===== src/rtl/flash_rd_pkg.sv =====
package flash_rd_pkg;

  typedef enum logic [1:0] {
    RD_DUAL_OUT = 2'd0,
    RD_DUAL_IO  = 2'd1,
    RD_QUAD_OUT = 2'd2,
    RD_QUAD_IO  = 2'd3
  } rd_mode_e;

  typedef enum logic [2:0] {
    PH_OPC   = 3'd0,
    PH_ADDR  = 3'd1,
    PH_MODEB = 3'd2,
    PH_DUMMY = 3'd3,
    PH_DATA  = 3'd4
  } phase_e;

  function automatic logic [7:0] opcode_of(rd_mode_e m);
    case (m)
      RD_DUAL_IO:  return 8'hBB;
      RD_QUAD_OUT: return 8'h6B;
      RD_QUAD_IO:  return 8'hEB;
      default:     return 8'h3B;
    endcase
  endfunction

  // lanes carrying the address (and the mode bits)
  function automatic logic [3:0] addr_mask(rd_mode_e m);
    case (m)
      RD_DUAL_IO: return 4'b0011;
      RD_QUAD_IO: return 4'b1111;
      default:    return 4'b0001;
    endcase
  endfunction

  function automatic logic data_quad(rd_mode_e m);
    return (m == RD_QUAD_OUT) || (m == RD_QUAD_IO);
  endfunction

  // enables driven while the clock of phase ph runs
  function automatic logic [3:0] launch_mask(phase_e ph, rd_mode_e m);
    case (ph)
      PH_OPC:            return 4'b0001;
      PH_ADDR, PH_MODEB: return addr_mask(m);
      default:           return 4'b0000;
    endcase
  endfunction

endpackage


===== src/rtl/flash_rd_seq.sv =====
module flash_rd_seq
  import flash_rd_pkg::*;
#(
  parameter int BURST_BYTES  = 32,
  parameter int DUMMY_OUT    = 8,
  parameter int MODE_CLK_DIO = 4,
  parameter int DUMMY_DIO    = 0,
  parameter int MODE_CLK_QIO = 2,
  parameter int DUMMY_QIO    = 4
) (
  input  logic     clk,
  input  logic     rst_n,
  input  logic     start_i,
  input  rd_mode_e mode_i,
  input  logic     stall_i,
  input  logic     drain_ok_i,
  output logic     cs_n_o,
  output logic     sck_o,
  output logic     busy_o,
  output logic     done_o,
  output logic     load_o,
  output logic     launch_o,
  output logic     sample_o,
  output logic     data_clk_pending_o,
  output phase_e   launch_ph_o,
  output phase_e   phase_o,
  output rd_mode_e mode_o
);

  localparam int CNT_W = $clog2(BURST_BYTES * 4 + 64);

  typedef enum logic [1:0] {S_IDLE, S_SHIFT, S_TAIL, S_END} seq_state_e;

  function automatic int unsigned ph_len(phase_e p, rd_mode_e m);
    case (p)
      PH_OPC:   return 8;
      PH_ADDR:  return (m == RD_QUAD_IO) ? 6 : (m == RD_DUAL_IO) ? 12 : 24;
      PH_MODEB: return (m == RD_DUAL_IO) ? MODE_CLK_DIO :
                       (m == RD_QUAD_IO) ? MODE_CLK_QIO : 0;
      PH_DUMMY: return (m == RD_DUAL_IO) ? DUMMY_DIO :
                       (m == RD_QUAD_IO) ? DUMMY_QIO : DUMMY_OUT;
      default:  return data_quad(m) ? BURST_BYTES * 2 : BURST_BYTES * 4;
    endcase
  endfunction

  seq_state_e       state_q;
  logic             sck_q, cs_n_q, done_q;
  phase_e           phase_q, nxt_ph;
  rd_mode_e         mode_q;
  logic [CNT_W-1:0] left_q;
  logic             stall, rise, fall, last;

  // next phase with a non-zero clock count
  always_comb begin
    nxt_ph = PH_DATA;
    for (int k = 4; k >= 1; k--) begin
      if (int'(phase_q) + k <= 4) begin
        if (ph_len(phase_e'(3'(int'(phase_q) + k)), mode_q) != 0)
          nxt_ph = phase_e'(3'(int'(phase_q) + k));
      end
    end
  end

  assign stall    = (phase_q == PH_DATA) && stall_i;
  assign rise     = (state_q == S_SHIFT) && !sck_q && !stall;
  assign fall     = (state_q == S_SHIFT) && sck_q;
  assign last     = (left_q == CNT_W'(1));
  assign load_o   = (state_q == S_IDLE) && start_i;
  assign launch_o = load_o || (fall && !(last && phase_q == PH_DATA));
  assign sample_o = rise;
  assign data_clk_pending_o = (state_q == S_SHIFT) && !sck_q && (phase_q == PH_DATA);
  assign launch_ph_o = (state_q == S_IDLE) ? PH_OPC : (last ? nxt_ph : phase_q);

  always_ff @(posedge clk or negedge rst_n) begin
    if (!rst_n) begin
      state_q <= S_IDLE;
      sck_q   <= 1'b0;
      cs_n_q  <= 1'b1;
      done_q  <= 1'b0;
      phase_q <= PH_OPC;
      mode_q  <= RD_DUAL_OUT;
      left_q  <= '0;
    end else begin
      done_q <= 1'b0;
      case (state_q)
        S_IDLE: if (start_i) begin
          state_q <= S_SHIFT;
          cs_n_q  <= 1'b0;
          mode_q  <= mode_i;
          phase_q <= PH_OPC;
          left_q  <= CNT_W'(8);
        end
        S_SHIFT: begin
          if (rise) begin
            sck_q <= 1'b1;
          end else if (fall) begin
            sck_q <= 1'b0;
            if (last) begin
              if (phase_q == PH_DATA) begin
                state_q <= S_TAIL;
              end else begin
                phase_q <= nxt_ph;
                left_q  <= CNT_W'(ph_len(nxt_ph, mode_q));
              end
            end else begin
              left_q <= left_q - CNT_W'(1);
            end
          end
        end
        S_TAIL: if (drain_ok_i) begin
          cs_n_q  <= 1'b1;
          state_q <= S_END;
        end
        default: begin
          state_q <= S_IDLE;
          done_q  <= 1'b1;
        end
      endcase
    end
  end

  assign cs_n_o  = cs_n_q;
  assign sck_o   = sck_q;
  assign done_o  = done_q;
  assign busy_o  = (state_q != S_IDLE);
  assign phase_o = phase_q;
  assign mode_o  = mode_q;

endmodule


===== src/rtl/flash_rd_tx.sv =====
module flash_rd_tx
  import flash_rd_pkg::*;
(
  input  logic        clk,
  input  logic        rst_n,
  input  logic        load_i,
  input  logic        launch_i,
  input  rd_mode_e    mode_i,
  input  logic [23:0] addr_i,
  input  logic [3:0]  mask_i,
  output logic [3:0]  io_out_o,
  output logic [3:0]  io_oe_o
);

  logic [39:0] sr_q, src;

  // command, address, then a zero byte for the mode bits
  assign src = load_i ? {opcode_of(mode_i), addr_i, 8'h00} : sr_q;

  always_ff @(posedge clk or negedge rst_n) begin
    if (!rst_n) begin
      sr_q     <= '0;
      io_out_o <= '0;
      io_oe_o  <= '0;
    end else if (launch_i) begin
      io_oe_o <= mask_i;
      case (mask_i)
        4'b0001: begin io_out_o <= {3'b000, src[39]};   sr_q <= src << 1; end
        4'b0011: begin io_out_o <= {2'b00, src[39:38]}; sr_q <= src << 2; end
        4'b1111: begin io_out_o <= src[39:36];          sr_q <= src << 4; end
        default: begin io_out_o <= 4'b0000;             sr_q <= src;      end
      endcase
    end
  end

endmodule


===== src/rtl/flash_rd_rx.sv =====
module flash_rd_rx (
  input  logic       clk,
  input  logic       rst_n,
  input  logic       clear_i,
  input  logic       sample_i,
  input  logic       quad_i,
  input  logic [3:0] io_in_i,
  input  logic       ready_i,
  output logic [7:0] data_o,
  output logic       valid_o
);

  logic [7:0] acc_q, merged;
  logic [2:0] cnt_q;
  logic       complete;

  assign merged   = quad_i ? {acc_q[3:0], io_in_i} : {acc_q[5:0], io_in_i[1:0]};
  assign complete = quad_i ? (cnt_q == 3'd4) : (cnt_q == 3'd6);

  always_ff @(posedge clk or negedge rst_n) begin
    if (!rst_n) begin
      acc_q   <= '0;
      cnt_q   <= '0;
      data_o  <= '0;
      valid_o <= 1'b0;
    end else begin
      if (clear_i) begin
        cnt_q <= '0;
      end else if (sample_i) begin
        acc_q <= merged;
        cnt_q <= complete ? 3'd0 : cnt_q + (quad_i ? 3'd4 : 3'd2);
      end
      if (sample_i && !clear_i && complete) begin
        data_o  <= merged;
        valid_o <= 1'b1;
      end else if (ready_i) begin
        valid_o <= 1'b0;
      end
    end
  end

endmodule


===== src/rtl/flash_fastread_ctrl.sv =====
module flash_fastread_ctrl
  import flash_rd_pkg::*;
#(
  parameter int BURST_BYTES  = 32,
  parameter int DUMMY_OUT    = 8,
  parameter int MODE_CLK_DIO = 4,
  parameter int DUMMY_DIO    = 0,
  parameter int MODE_CLK_QIO = 2,
  parameter int DUMMY_QIO    = 4
) (
  input  logic        clk,
  input  logic        rst_n,
  input  logic        start_i,
  input  logic [23:0] addr_i,
  input  logic [1:0]  mode_i,
  output logic        busy_o,
  output logic        done_o,
  output logic        cs_n_o,
  output logic        sck_o,
  output logic [3:0]  io_out_o,
  output logic [3:0]  io_oe_o,
  input  logic [3:0]  io_in_i,
  output logic [7:0]  rd_data_o,
  output logic        rd_valid_o,
  input  logic        rd_ready_i
);

  rd_mode_e mode_in, mode_q;
  phase_e   launch_ph, phase_q;
  logic     load, launch, sample, data_clk_pending;
  logic     stall, drain_ok;

  assign mode_in  = rd_mode_e'(mode_i);
  assign stall    = rd_valid_o && !rd_ready_i;
  assign drain_ok = !rd_valid_o || rd_ready_i;

  flash_rd_seq #(
    .BURST_BYTES(BURST_BYTES), .DUMMY_OUT(DUMMY_OUT),
    .MODE_CLK_DIO(MODE_CLK_DIO), .DUMMY_DIO(DUMMY_DIO),
    .MODE_CLK_QIO(MODE_CLK_QIO), .DUMMY_QIO(DUMMY_QIO)
  ) u_seq (
    .clk(clk), .rst_n(rst_n), .start_i(start_i), .mode_i(mode_in),
    .stall_i(stall), .drain_ok_i(drain_ok),
    .cs_n_o(cs_n_o), .sck_o(sck_o), .busy_o(busy_o), .done_o(done_o),
    .load_o(load), .launch_o(launch), .sample_o(sample),
    .data_clk_pending_o(data_clk_pending),
    .launch_ph_o(launch_ph), .phase_o(phase_q), .mode_o(mode_q)
  );

  flash_rd_tx u_tx (
    .clk(clk), .rst_n(rst_n), .load_i(load), .launch_i(launch),
    .mode_i(mode_in), .addr_i(addr_i),
    .mask_i(launch_mask(launch_ph, mode_q)),
    .io_out_o(io_out_o), .io_oe_o(io_oe_o)
  );

  flash_rd_rx u_rx (
    .clk(clk), .rst_n(rst_n), .clear_i(load),
    .sample_i(sample && (phase_q == PH_DATA)),
    .quad_i(data_quad(mode_q)), .io_in_i(io_in_i), .ready_i(rd_ready_i),
    .data_o(rd_data_o), .valid_o(rd_valid_o)
  );

endmodule


===== config.mk =====
export PLATFORM = sky130hd
export DESIGN_NAME = flash_fastread_ctrl
export DESIGN_NICKNAME = d
export VERILOG_FILES = /design/src/rtl/flash_rd_pkg.sv /design/src/rtl/flash_rd_seq.sv /design/src/rtl/flash_rd_tx.sv /design/src/rtl/flash_rd_rx.sv /design/src/rtl/flash_fastread_ctrl.sv
export SDC_FILE = /design/constraint.sdc
export NUM_CORES = 1
export LEC_CHECK = 0
export BUFFER_PORTS_ARGS = -buffer_cell sky130_fd_sc_hd__buf_2
export CELL_PAD_IN_SITES_DETAIL_PLACEMENT = 0
export CELL_PAD_IN_SITES_GLOBAL_PLACEMENT = 1
export CORE_MARGIN = 2
export CORE_UTILIZATION = 35
export DETAILED_ROUTE_END_ITERATION = 10
export PLACE_DENSITY = 0.72
export SKIP_LAST_GASP = 1
export SYNTH_ARGS = -nofsm -noshare
export SYNTH_HDL_FRONTEND = slang
export SYNTH_SLANG_ARGS = --single-unit
export TNS_END_PERCENT = 50

===== constraint.sdc =====
create_clock -name clk -period 4.2 [get_ports clk]
set_clock_uncertainty 0.1 [all_clocks]
set_input_delay 0.42 -clock clk [delete_from_list [all_inputs] [get_ports clk]]
set_output_delay 0.42 -clock clk [all_outputs]
set_load 0.02 [all_outputs]

==> reports/qor.csv <==
metric;value;unit
status;finished clean;
Req. time, crit path;4.33;ns
Post-route DRC;0;
CTS tree;yes;
hpwl dp;10800;um
die width;131.1;um
setup TNS;0;ns
leading area contributor after synthesis;dfrtp_1;
Initial Util;0.3574;
I/O Pins;55;
CTS Sinks;82;
CTS root buf;clkbuf_16;
clk slew on worst S/H paths;0.06;ns
wire per inst;17.73;um
period utilization;0.9189;
worst skew pair latency;0.35;ns
post-CTS setup buffers;0;
Hold Violations, Final;0;
die area;0.01720;sq mm
cts bufs inserted;9;
total grt overflow;0;
Critical R2R Launch;u_seq.phase_o[0];
drt first-iter violations;473;
Post-synth EDFFs;0;
ys flop type;dfrtp_1;
Synth cell types;79;
FF-to-FF path depth;11;
# hold bufs at CTS;0;
ratio of cells with drive above 1 in the final layout;0.1888;
PwrDens;772.2;mW/mm^2
Fmax;259.1;MHz
core area;0.01583;sq mm
multi-input logic area;0.003254;sq mm
Hold Path Class;input pin to asynchronous set/reset pin;
Synth async-reset ratio;1.000;
reg-to-reg endpoint;u_tx.sr_q[12];
R2R setup slack;0.34;ns
crit-path max FO;21;
H-tree depth;3;
max-slew violation count;0;
relative slew slack;0.2692;
Crit Path Category;register to register;
vias;5019;
Die Ht;131.1;um
Util after Layout;0.4104;
RSZ-0062 raised after global routing;false;
FP Rows;46;
Yosys warnings;0;
Sequential Area;0.002053;sq mm
buffers added on ports;54;
ANT cells;0;
first-pass GRT wire length;25550;um
P_leak;0.002869;uW
global placer's final weighted congestion;0.8229;
Worst VDD drop;0.4189;mV
top cell type's share of synthesized area;0.3583;
largest net degree at the start of global routing;83;
Synth Net Count;661;
Mean Syn Cell Area;9.288;sq um
Worst Setup End Kind;register;
Layout area overhead;14.84;%
arrival time worst endpoint;3.99;ns
Syn Inst Count;609;
register area share after synthesis;0.3630;
Final ANT Viol Nets;0;
vias per cell;5.716;
initial antenna violation count;0;
routed wire length;15570;um
Max clock buf depth;2;
endpoints failing setup;0;
worst slew pin tran;1.096;ns
Synth area leaders;dfrtp_1 36%, mux2i_1 6.0%, a21oi_1 4.9%;
fin nets;709;
number of global-route vias before repair;4953;
maxcap violations;0;
TritonRoute pass-1 iters;5;
post-cts sizing count;0;
minimum clock period;3.860;ns
CP Launch Type;register;
Yosys reg bits;82;
Netlist Area Pre-Place;0.005657;sq mm
Fill cells;1592;
all-layer global routing usage;0.1818;
==> final cells by class <==
type	instances	share of cell area
multi-input cells	450	0.5010
clock buffers	12	0.03794
well taps	216	0.04160
inverters	37	0.02138
repair buffers	77	0.07049
clock inverters	4	0.01156
flip-flops and latches	82	0.3161
==> per-stage QoR <==
step | setup WS, ns | instances | area [sq um] | hold WS [ns] | total power, uW
floorplan | 0.8697 | 609 | 5657 | 0.02441 | 3435
global placement | 0.3717 | 862 | 6170 | 0.3738 | 4079
detailed placement | 0.2702 | 862 | 6170 | 0.3665 | 4121
CTS | 0.2448 | 878 | 6491 | 0.2114 | 5010
global route | 0.04423 | 878 | 6496 | 0.2227 | 5398
finish | 0.3405 | 878 | 6496 | 0.1575 | 5016
==> worst max path at each step <==
| stage | startpoint | end | slack [ns] | depth (start not counted) |
|---|---|---|---|---|
| 3_5_place_dp | u_seq.phase_o[0] | u_tx.sr_q[6] | 0.27 | 11 |
| 2_1_floorplan | u_seq.phase_o[0] | u_tx.sr_q[39] | 0.87 | 11 |
| 5_1_grt | u_seq.phase_o[0] | u_tx.sr_q[6] | 0.04 | 11 |
| 3_3_place_gp | u_seq.phase_o[0] | u_tx.sr_q[6] | 0.37 | 11 |
| 4_1_cts | u_seq.phase_o[0] | u_tx.sr_q[6] | 0.24 | 11 |
| 6_report | u_seq.phase_o[0] | u_tx.sr_q[12] | 0.34 | 11 |
==> synthesized netlist by cell type, types with 5 or more instances <==
| cell | number |
|---|---|
| a211oi_1 | 26 |
| o21ai_0 | 24 |
| a21oi_1 | 55 |
| a21o_1 | 6 |
| dfrtp_1 | 81 |
| o221ai_1 | 26 |
| inv_1 | 36 |
| nor2b_1 | 5 |
| ha_1 | 18 |
| buf_2 | 8 |
| nor3_1 | 10 |
| mux2_2 | 5 |
| and2_1 | 5 |
| o21a_1 | 7 |
| nand3_1 | 8 |
| o22ai_1 | 8 |
| nand2_1 | 46 |
| mux2i_1 | 34 |
| and3_1 | 7 |
| buf_6 | 7 |
| clkbuf_1 | 19 |
| a22o_1 | 28 |
| o211ai_1 | 5 |
| nor2_1 | 40 |
==> critical path, stage by stage (launching register included) <==
cell and delay [ns]:
dfrtp_1 0.55, clkinv_1 0.35, ha_1 0.38, nor4bb_2 0.21, o211a_1 0.27, a211oi_2 0.43, o221a_4 0.30, a2bb2oi_2 0.36
or2_1 0.18, buf_4 0.27, a21oi_1 0.11, a22o_1 0.21
==> placed cells by master, fill, tap and decap left out, types with 4 or more instances in the layout <==
| cell | netlist | layout |
|---|---|---|
| mux2i_1 | 34 | 34 |
| o211a_1 | 4 | 4 |
| buf_4 | 4 | 23 |
| mux2_2 | 5 | 5 |
| nor2_1 | 40 | 40 |
| o211ai_1 | 5 | 5 |
| nand2_1 | 46 | 46 |
| o21ai_0 | 24 | 24 |
| nor2b_1 | 5 | 5 |
| o221ai_1 | 26 | 26 |
| a21oi_1 | 55 | 55 |
| a31oi_1 | 4 | 4 |
| and2_1 | 5 | 4 |
| a21o_1 | 6 | 6 |
| clkbuf_16 | 0 | 9 |
| o21a_1 | 7 | 7 |
| inv_1 | 36 | 36 |
| ha_1 | 18 | 18 |
| o22ai_1 | 8 | 8 |
| and3_1 | 7 | 7 |
| nand3_1 | 8 | 8 |
| o32ai_1 | 4 | 4 |
| nor3_1 | 10 | 9 |
| a22o_1 | 28 | 28 |
| a211oi_1 | 26 | 26 |
| dfrtp_1 | 81 | 81 |
| buf_2 | 8 | 53 |
==> logic make-up after synthesis <==
kind of cell / Yosys count / synth area share
AOI/OAI and AO/OA: 241 / 0.3225
xor gates and xnor gates: 4 / 0.006194
adders and majority gates: 18 / 0.03981
buffers and inverters: 77 / 0.06481
DFF: 82 / 0.3630
muxes: 39 / 0.07012
and+or+nand+nor: 148 / 0.1336
==> registers in the layout (all words and copies together) (netlist names), 2 cells and up <==
name           flops
u_rx.acc_q         6
u_seq.left_q       8
u_tx.io_out_o      4
u_rx.data_o        8
u_tx.io_oe_o       3
u_seq.state_q      2
u_rx.cnt_q         2
u_seq.mode_o       2
u_seq.phase_o      3
u_tx.sr_q         40
==> metal layers <==
metal,GRT usage,vias up,wire (um)
met5,0,-,0
met2,0.2848,115,7064
met4,0.06643,0,278
met3,0.02971,23,561
li1,-,2415,-
met1,0.2538,2466,7660
==> where the power goes <==
group | switching, uW | internal (uW) | total [uW]
logic | 1710 | 1140 | 2850
registers | 218 | 1070 | 1290
clock network | 340 | 538 | 878
Power figures use the tool's default switching activity.
